<file path="config.mk">
export PLATFORM = sky130hd
export DESIGN_NAME = alm_irq_core
export DESIGN_NICKNAME = d
export VERILOG_FILES = /design/src/rtl/alm_irq_pkg.sv /design/src/rtl/alm_match_bank.sv /design/src/rtl/alm_flag_reg.sv /design/src/rtl/alm_read_mux.sv /design/src/rtl/alm_irq_core.sv
export SDC_FILE = /design/constraint.sdc
export NUM_CORES = 1
export LEC_CHECK = 0
export CAP_MARGIN = 20
export CORE_MARGIN = 2
export CORE_UTILIZATION = 45
export CTS_CLUSTER_DIAMETER = 200
export DETAILED_ROUTE_END_ITERATION = 10
export GPL_ROUTABILITY_DRIVEN = 0
export GPL_TIMING_DRIVEN = 0
export PLACE_DENSITY_LB_ADDON = 0.15
export SYNTH_ARGS = -nofsm -noshare
export SYNTH_HDL_FRONTEND = slang
export SYNTH_HIERARCHICAL = 1
export SYNTH_SLANG_ARGS = --single-unit
</file>
<file path="constraint.sdc">
create_clock -name clk -period 3 [get_ports clk]
set_clock_uncertainty 0.2 [all_clocks]
set_input_delay 0.6 -clock clk [delete_from_list [all_inputs] [get_ports clk]]
set_output_delay 0.6 -clock clk [all_outputs]
set_load 0.01 [all_outputs]
</file>
<file path="src/rtl/alm_irq_pkg.sv">
package alm_irq_pkg;
  localparam int DATA_W     = 8;
  localparam int NUM_FIELDS = 3;

  // Event flags kept by the unit; bit order follows the byte layout.
  typedef struct packed {
    logic periodic;
    logic alarm;
    logic update;
  } evt_t;

  // Field i of the alarm bank lives at the odd address 2*i+1.
  function automatic int field_addr(input int idx);
    return 2 * idx + 1;
  endfunction

  // Alarm byte with both upper bits set is a wildcard.
  function automatic logic field_hit(input logic [DATA_W-1:0] alarm,
                                     input logic [DATA_W-1:0] now);
    return (alarm[DATA_W-1] & alarm[DATA_W-2]) | (alarm == now);
  endfunction

  // Combined request from flags and their enables.
  function automatic logic any_request(input evt_t flags, input evt_t enables);
    return |(flags & enables);
  endfunction

  // Byte image of the flag register; low nibble reads zero.
  function automatic logic [DATA_W-1:0] flag_byte(input evt_t flags, input logic req);
    return {req, flags.periodic, flags.alarm, flags.update, 4'b0000};
  endfunction
endpackage

</file>
<file path="src/rtl/alm_match_bank.sv">
module alm_match_bank
  import alm_irq_pkg::*;
#(
  parameter int ADDR_W = 7
) (
  input  logic                                  clk,
  input  logic                                  rst_n,
  input  logic                                  wr_en,
  input  logic [ADDR_W-1:0]                     wr_addr,
  input  logic [DATA_W-1:0]                     wr_data,
  input  logic [NUM_FIELDS-1:0][DATA_W-1:0]     now_fields,
  output logic [NUM_FIELDS-1:0][DATA_W-1:0]     alarm_regs,
  output logic                                  all_hit
);
  logic [NUM_FIELDS-1:0] hit_vec;

  for (genvar g = 0; g < NUM_FIELDS; g++) begin : g_field
    localparam logic [ADDR_W-1:0] FADDR = ADDR_W'(field_addr(g));
    logic [DATA_W-1:0] alarm_q;

    always_ff @(posedge clk or negedge rst_n) begin
      if (!rst_n)
        alarm_q <= '0;
      else if (wr_en && (wr_addr == FADDR))
        alarm_q <= wr_data;
    end

    assign alarm_regs[g] = alarm_q;
    assign hit_vec[g]    = field_hit(alarm_q, now_fields[g]);
  end

  assign all_hit = &hit_vec;
endmodule

</file>
<file path="src/rtl/alm_flag_reg.sv">
module alm_flag_reg
  import alm_irq_pkg::*;
(
  input  logic clk,
  input  logic rst_n,
  input  evt_t set_evt,
  input  logic rd_clear,
  output evt_t flags_q
);
  evt_t flags_d;

  // A set in the clearing cycle wins, so no event is lost.
  always_comb begin
    flags_d = rd_clear ? '0 : flags_q;
    flags_d = flags_d | set_evt;
  end

  always_ff @(posedge clk or negedge rst_n) begin
    if (!rst_n) flags_q <= '0;
    else        flags_q <= flags_d;
  end
endmodule

</file>
<file path="src/rtl/alm_read_mux.sv">
module alm_read_mux
  import alm_irq_pkg::*;
#(
  parameter int ADDR_W    = 7,
  parameter int FLAG_ADDR = 12,
  parameter int VALID_ADDR = 13
) (
  input  logic [ADDR_W-1:0]                 addr,
  input  logic [NUM_FIELDS-1:0][DATA_W-1:0] alarm_regs,
  input  logic [DATA_W-1:0]                 flag_image,
  output logic [DATA_W-1:0]                 rdata
);
  localparam logic [DATA_W-1:0] VALID_BYTE = DATA_W'(1) << (DATA_W - 1);

  always_comb begin
    rdata = '0;
    if (addr == ADDR_W'(FLAG_ADDR))
      rdata = flag_image;
    else if (addr == ADDR_W'(VALID_ADDR))
      rdata = VALID_BYTE;
    for (int i = 0; i < NUM_FIELDS; i++) begin
      if (addr == ADDR_W'(field_addr(i)))
        rdata = alarm_regs[i];
    end
  end
endmodule

</file>
<file path="src/rtl/alm_irq_core.sv">
module alm_irq_core
  import alm_irq_pkg::*;
#(
  parameter int ADDR_W     = 7,
  parameter int FLAG_ADDR  = 12,
  parameter int VALID_ADDR = 13
) (
  input  logic              clk,
  input  logic              rst_n,
  input  logic              bus_sel,
  input  logic              bus_wr,
  input  logic [ADDR_W-1:0] bus_addr,
  input  logic [7:0]        bus_wdata,
  output logic [7:0]        bus_rdata,
  input  logic [7:0]        now_sec,
  input  logic [7:0]        now_min,
  input  logic [7:0]        now_hour,
  input  logic              periodic_evt,
  input  logic              update_evt,
  input  logic              en_periodic,
  input  logic              en_alarm,
  input  logic              en_update,
  output logic              irq
);
  logic [NUM_FIELDS-1:0][DATA_W-1:0] now_fields;
  logic [NUM_FIELDS-1:0][DATA_W-1:0] alarm_regs;
  logic                              all_hit;
  logic                              alarm_hit;
  logic                              flag_rd;
  logic                              alarm_wr;
  logic                              req_any;
  evt_t                              set_evt;
  evt_t                              enables;
  evt_t                              flags_q;
  logic [DATA_W-1:0]                 flag_image;

  assign now_fields = {now_hour, now_min, now_sec};
  assign alarm_wr   = bus_sel & bus_wr;
  assign flag_rd    = bus_sel & ~bus_wr & (bus_addr == ADDR_W'(FLAG_ADDR));

  alm_match_bank #(.ADDR_W(ADDR_W)) u_bank (
    .clk        (clk),
    .rst_n      (rst_n),
    .wr_en      (alarm_wr),
    .wr_addr    (bus_addr),
    .wr_data    (bus_wdata),
    .now_fields (now_fields),
    .alarm_regs (alarm_regs),
    .all_hit    (all_hit)
  );

  // Compare counts only on a finished update.
  assign alarm_hit = all_hit & update_evt;

  assign set_evt.periodic = periodic_evt;
  assign set_evt.alarm    = alarm_hit;
  assign set_evt.update   = update_evt;

  alm_flag_reg u_flags (
    .clk      (clk),
    .rst_n    (rst_n),
    .set_evt  (set_evt),
    .rd_clear (flag_rd),
    .flags_q  (flags_q)
  );

  assign enables.periodic = en_periodic;
  assign enables.alarm    = en_alarm;
  assign enables.update   = en_update;

  assign req_any    = any_request(flags_q, enables);
  assign flag_image = flag_byte(flags_q, req_any);
  assign irq        = req_any;

  alm_read_mux #(
    .ADDR_W     (ADDR_W),
    .FLAG_ADDR  (FLAG_ADDR),
    .VALID_ADDR (VALID_ADDR)
  ) u_rmux (
    .addr       (bus_addr),
    .alarm_regs (alarm_regs),
    .flag_image (flag_image),
    .rdata      (bus_rdata)
  );
endmodule

</file>
==> impl_metrics.py <==
metrics = {
    "timing": {
        "setup_viol": 0,
        "fin_hold_ws_ns": 0.346,
        "slew-limit-headroom_pct": 63.1,
        "setup_tns_ns": 0,
        "finalCritPeriodShare_pct": 95.3,
        "rsz0062_at_grt": "false",
        "hold_viol_final": 0,
        "fmax_mhz": 350,
        "worstMarginPinSlew_ns": 0.552,
        "min_period_ns": 2.86,
        "setup_slack_ns": 0.141,
        "drv_slew": 0,
    },
    "synthesis": {
        "async_flop_share_pct": 100,
        "synth.cell_area_sq_um": 1760,
        "yosysTopAreaCellShare_pct": 38.5,
        "syn_inst": 152,
        "synth_top_area_cell": "dfrtp_1",
        "synthTopCellsByArea": "dfrtp_1 38%, mux2_2 15%, xor2_1 12%",
        "ys_seq_area_share_pct": 38.5,
        "synth_top_flop_cell": "dfrtp_1",
        "syn_avg_cell_area_sq_um": 11.6,
        "ys_ff_latch": 27,
        "synth_edf_count": 0,
        "yosysUniqueCellTypes": 37,
        "ys.warnings.count": 6,
    },
    "drt": {
        "drc_errors": 0,
        "drt_pre_antenna_iters": 4,
        "via_count": 1508,
        "viasPerCell": 5.65,
        "wl_um": 4850,
        "ant_nets": 0,
        "drt_iter0_drc": 74,
        "routedWlPerCell_um": 18.2,
    },
    "floorplan": {
        "io_pins": 57,
        "num_rows": 22,
        "die_width_um": 66.5,
        "initial_utilization_pct": 47.3,
        "die_area_sq_um": 4420,
        "fp.coreArea_sq_um": 3720,
        "fp.dieH_um": 66.5,
    },
    "placement": {
        "numPortBuffers": 56,
        "place_ws_ns": -0.464,
        "dp_hpwl_um": 3730,
    },
    "final_layout": {
        "final_cell_mix": "41 x clkdlybuf4s50_1, 27 x dfrtp_1, 24 x xor2_1, 24 x mux2_2, 8 x o22ai_1",
        "diodes": 0,
        "syn2layout_area_growth_pct": 42.0,
        "drive_above_1_share_pct": 26.0,
        "final_common_cell": "clkdlybuf4s50_1",
        "nets": 268,
        "fin_util_pct": 67.1,
    },
    "clocking": {
        "clk_pin_slew_worst_paths_ns": 0.10,
        "cts_hold_buf": 0,
        "cts_tree": "built",
        "root_buffer": "clkbuf_8",
        "cts.sinks": 27,
        "cts_made_buffers": 3,
        "cts.path.max_buffers": 2,
        "htreeDepth": 1,
        "insertion_delay_ns": 0.28,
    },
    "setup_path": {
        "cp-start-kind": "input pin",
        "cp_data_required_time_ns": 2.97,
        "r2r_cells": 6,
        "crit_arrival_ns": 2.83,
        "endpoint_kind": "flip-flop",
        "critPathMaxFanout": 8,
        "worstSetupPathType": "in -> reg",
    },
    "global_route": {
        "grt_pass1_wl_um": 7880,
        "grt_start_max_net_pins": 21,
        "grt.total_usage_pct": 23.8,
        "first_global_vias": 1577,
        "grt_antenna_before_repair": 0,
        "grt_overflow": 0,
    },
    "power": {
        "p_comb_share_pct": 22.2,
        "switching_share_pct": 26.7,
        "pwr-share-clk_pct": 27.1,
        "total_power_uw": 783,
        "p_int_uw": 574,
        "p_per_area_nw_per_um2": 314,
        "p_sw_uw": 209,
        "p_leak_nw": 1.19,
        "seqPwrFrac_pct": 50.6,
        "vdd_drop_max_uv": 230,
    },
    "hold_path": {
        "hold_path.class": "reg -> reg",
        "hold_depth": 1,
    },
    "status": {
        "outcome": "finished clean",
    },
    "run": {
        "cap_violations": 0,
    },
}
-- repair_timing --
action | in CTS | in global routing
pin swaps | 2 | 2
endpoints found under the setup margin | 8 | 6
hold endpoints to repair | 0 | 0
buffers inserted | 4 | 0
resized for setup | 18 | 9
-- layer usage --
| layer | track usage [%] | up-vias | routed length, um |
|---|---|---|---|
| li1 | - | 708 | - |
| met1 | 31.3 | 739 | 2090 |
| met2 | 40.9 | 53 | 2480 |
| met3 | 3.04 | 8 | 216 |
| met4 | 6.89 | 0 | 65 |
| met5 | 0 | - | 0 |
-- power groups by stage --
stage | combinational, mW | sequential [mW] | clock, mW
2_1_floorplan | 0.0677 | 0.398 | 0
3_3_place_gp | 0.164 | 0.403 | 0
3_5_place_dp | 0.174 | 0.404 | 0
4_1_cts | 0.175 | 0.397 | 0.218
5_1_grt | 0.189 | 0.399 | 0.239
6_report | 0.174 | 0.397 | 0.212
-- sequential cells by signal, summed over array words and instances (netlist names) --
| name | flops |
|---|---|
| u_flags/flags_q | 3 |
| u_bank/g_field.alarm_q | 24 |
-- critical path, stage by stage --
cell and delay [ns]:
clkdlybuf4s50_1 0.46, and2_2 0.13, or4b_1 0.45, nor3b_2 0.27, nor3b_4 0.52, mux2_2 0.41
-- area by class of cell --
type                    count  area (sq um)
repair buffers             61           612
flip-flops and latches     27           676
clock inverters             1          7.51
plain buffers               5          33.8
clock buffers               3          41.3
fillers                   314          1220
well taps                  48          60.1
multi-input cells         118          1050
inverters                   4          15.0
-- path summary, 6_finish.rpt --
| path | slack (ns) | from | to |
|---|---|---|---|
| setup reg to reg | 1.12 | u_bank/g_field[0].alarm_q[5] | u_flags/flags_q[1] |
| setup / recovery | 0.14 | bus_sel | u_bank/g_field[0].alarm_q[5] |
| hold / removal | 0.35 | u_flags/flags_q[2] | u_flags/flags_q[2] |
| hold reg to reg | 0.35 | u_flags/flags_q[2] | u_flags/flags_q[2] |
| min in group asynchronous | 0.44 | rst_n | u_bank/g_field[2].alarm_q[3] |
| max in group asynchronous | 1.69 | rst_n | u_bank/g_field[2].alarm_q[7] |
-- metrics by stage --
stage | cell area [sq um] | cells
2_1_floorplan | 1770 | 155
3_3_place_gp | 2390 | 259
3_5_place_dp | 2420 | 260
4_1_cts | 2490 | 267
5_1_grt | 2490 | 267
6_report | 2490 | 267
-- cell families after synthesis --
kind of cell    synth area share, %
buf+inv                        2.85
xor+xnor                       12.0
compound gates                 15.4
simple gates                   15.7
mux                            15.4
flops                          38.5
other cells                   0.213
-- cells in the mapped netlist, types with 2 or more instances --
cell and count:
a21o_1 3, nand3_1 7, a22oi_1 3, o22ai_1 8, nor4_1 6, and2_1 2, clkbuf_2 2, nand3b_1 2
mux2_2 24, nand2_1 2, dfrtp_1 27, buf_2 2, xor2_1 24, inv_1 4, o2111ai_1 7, nand2b_1 2
a22oi_2 7
Power figures use the tool's default switching activity.
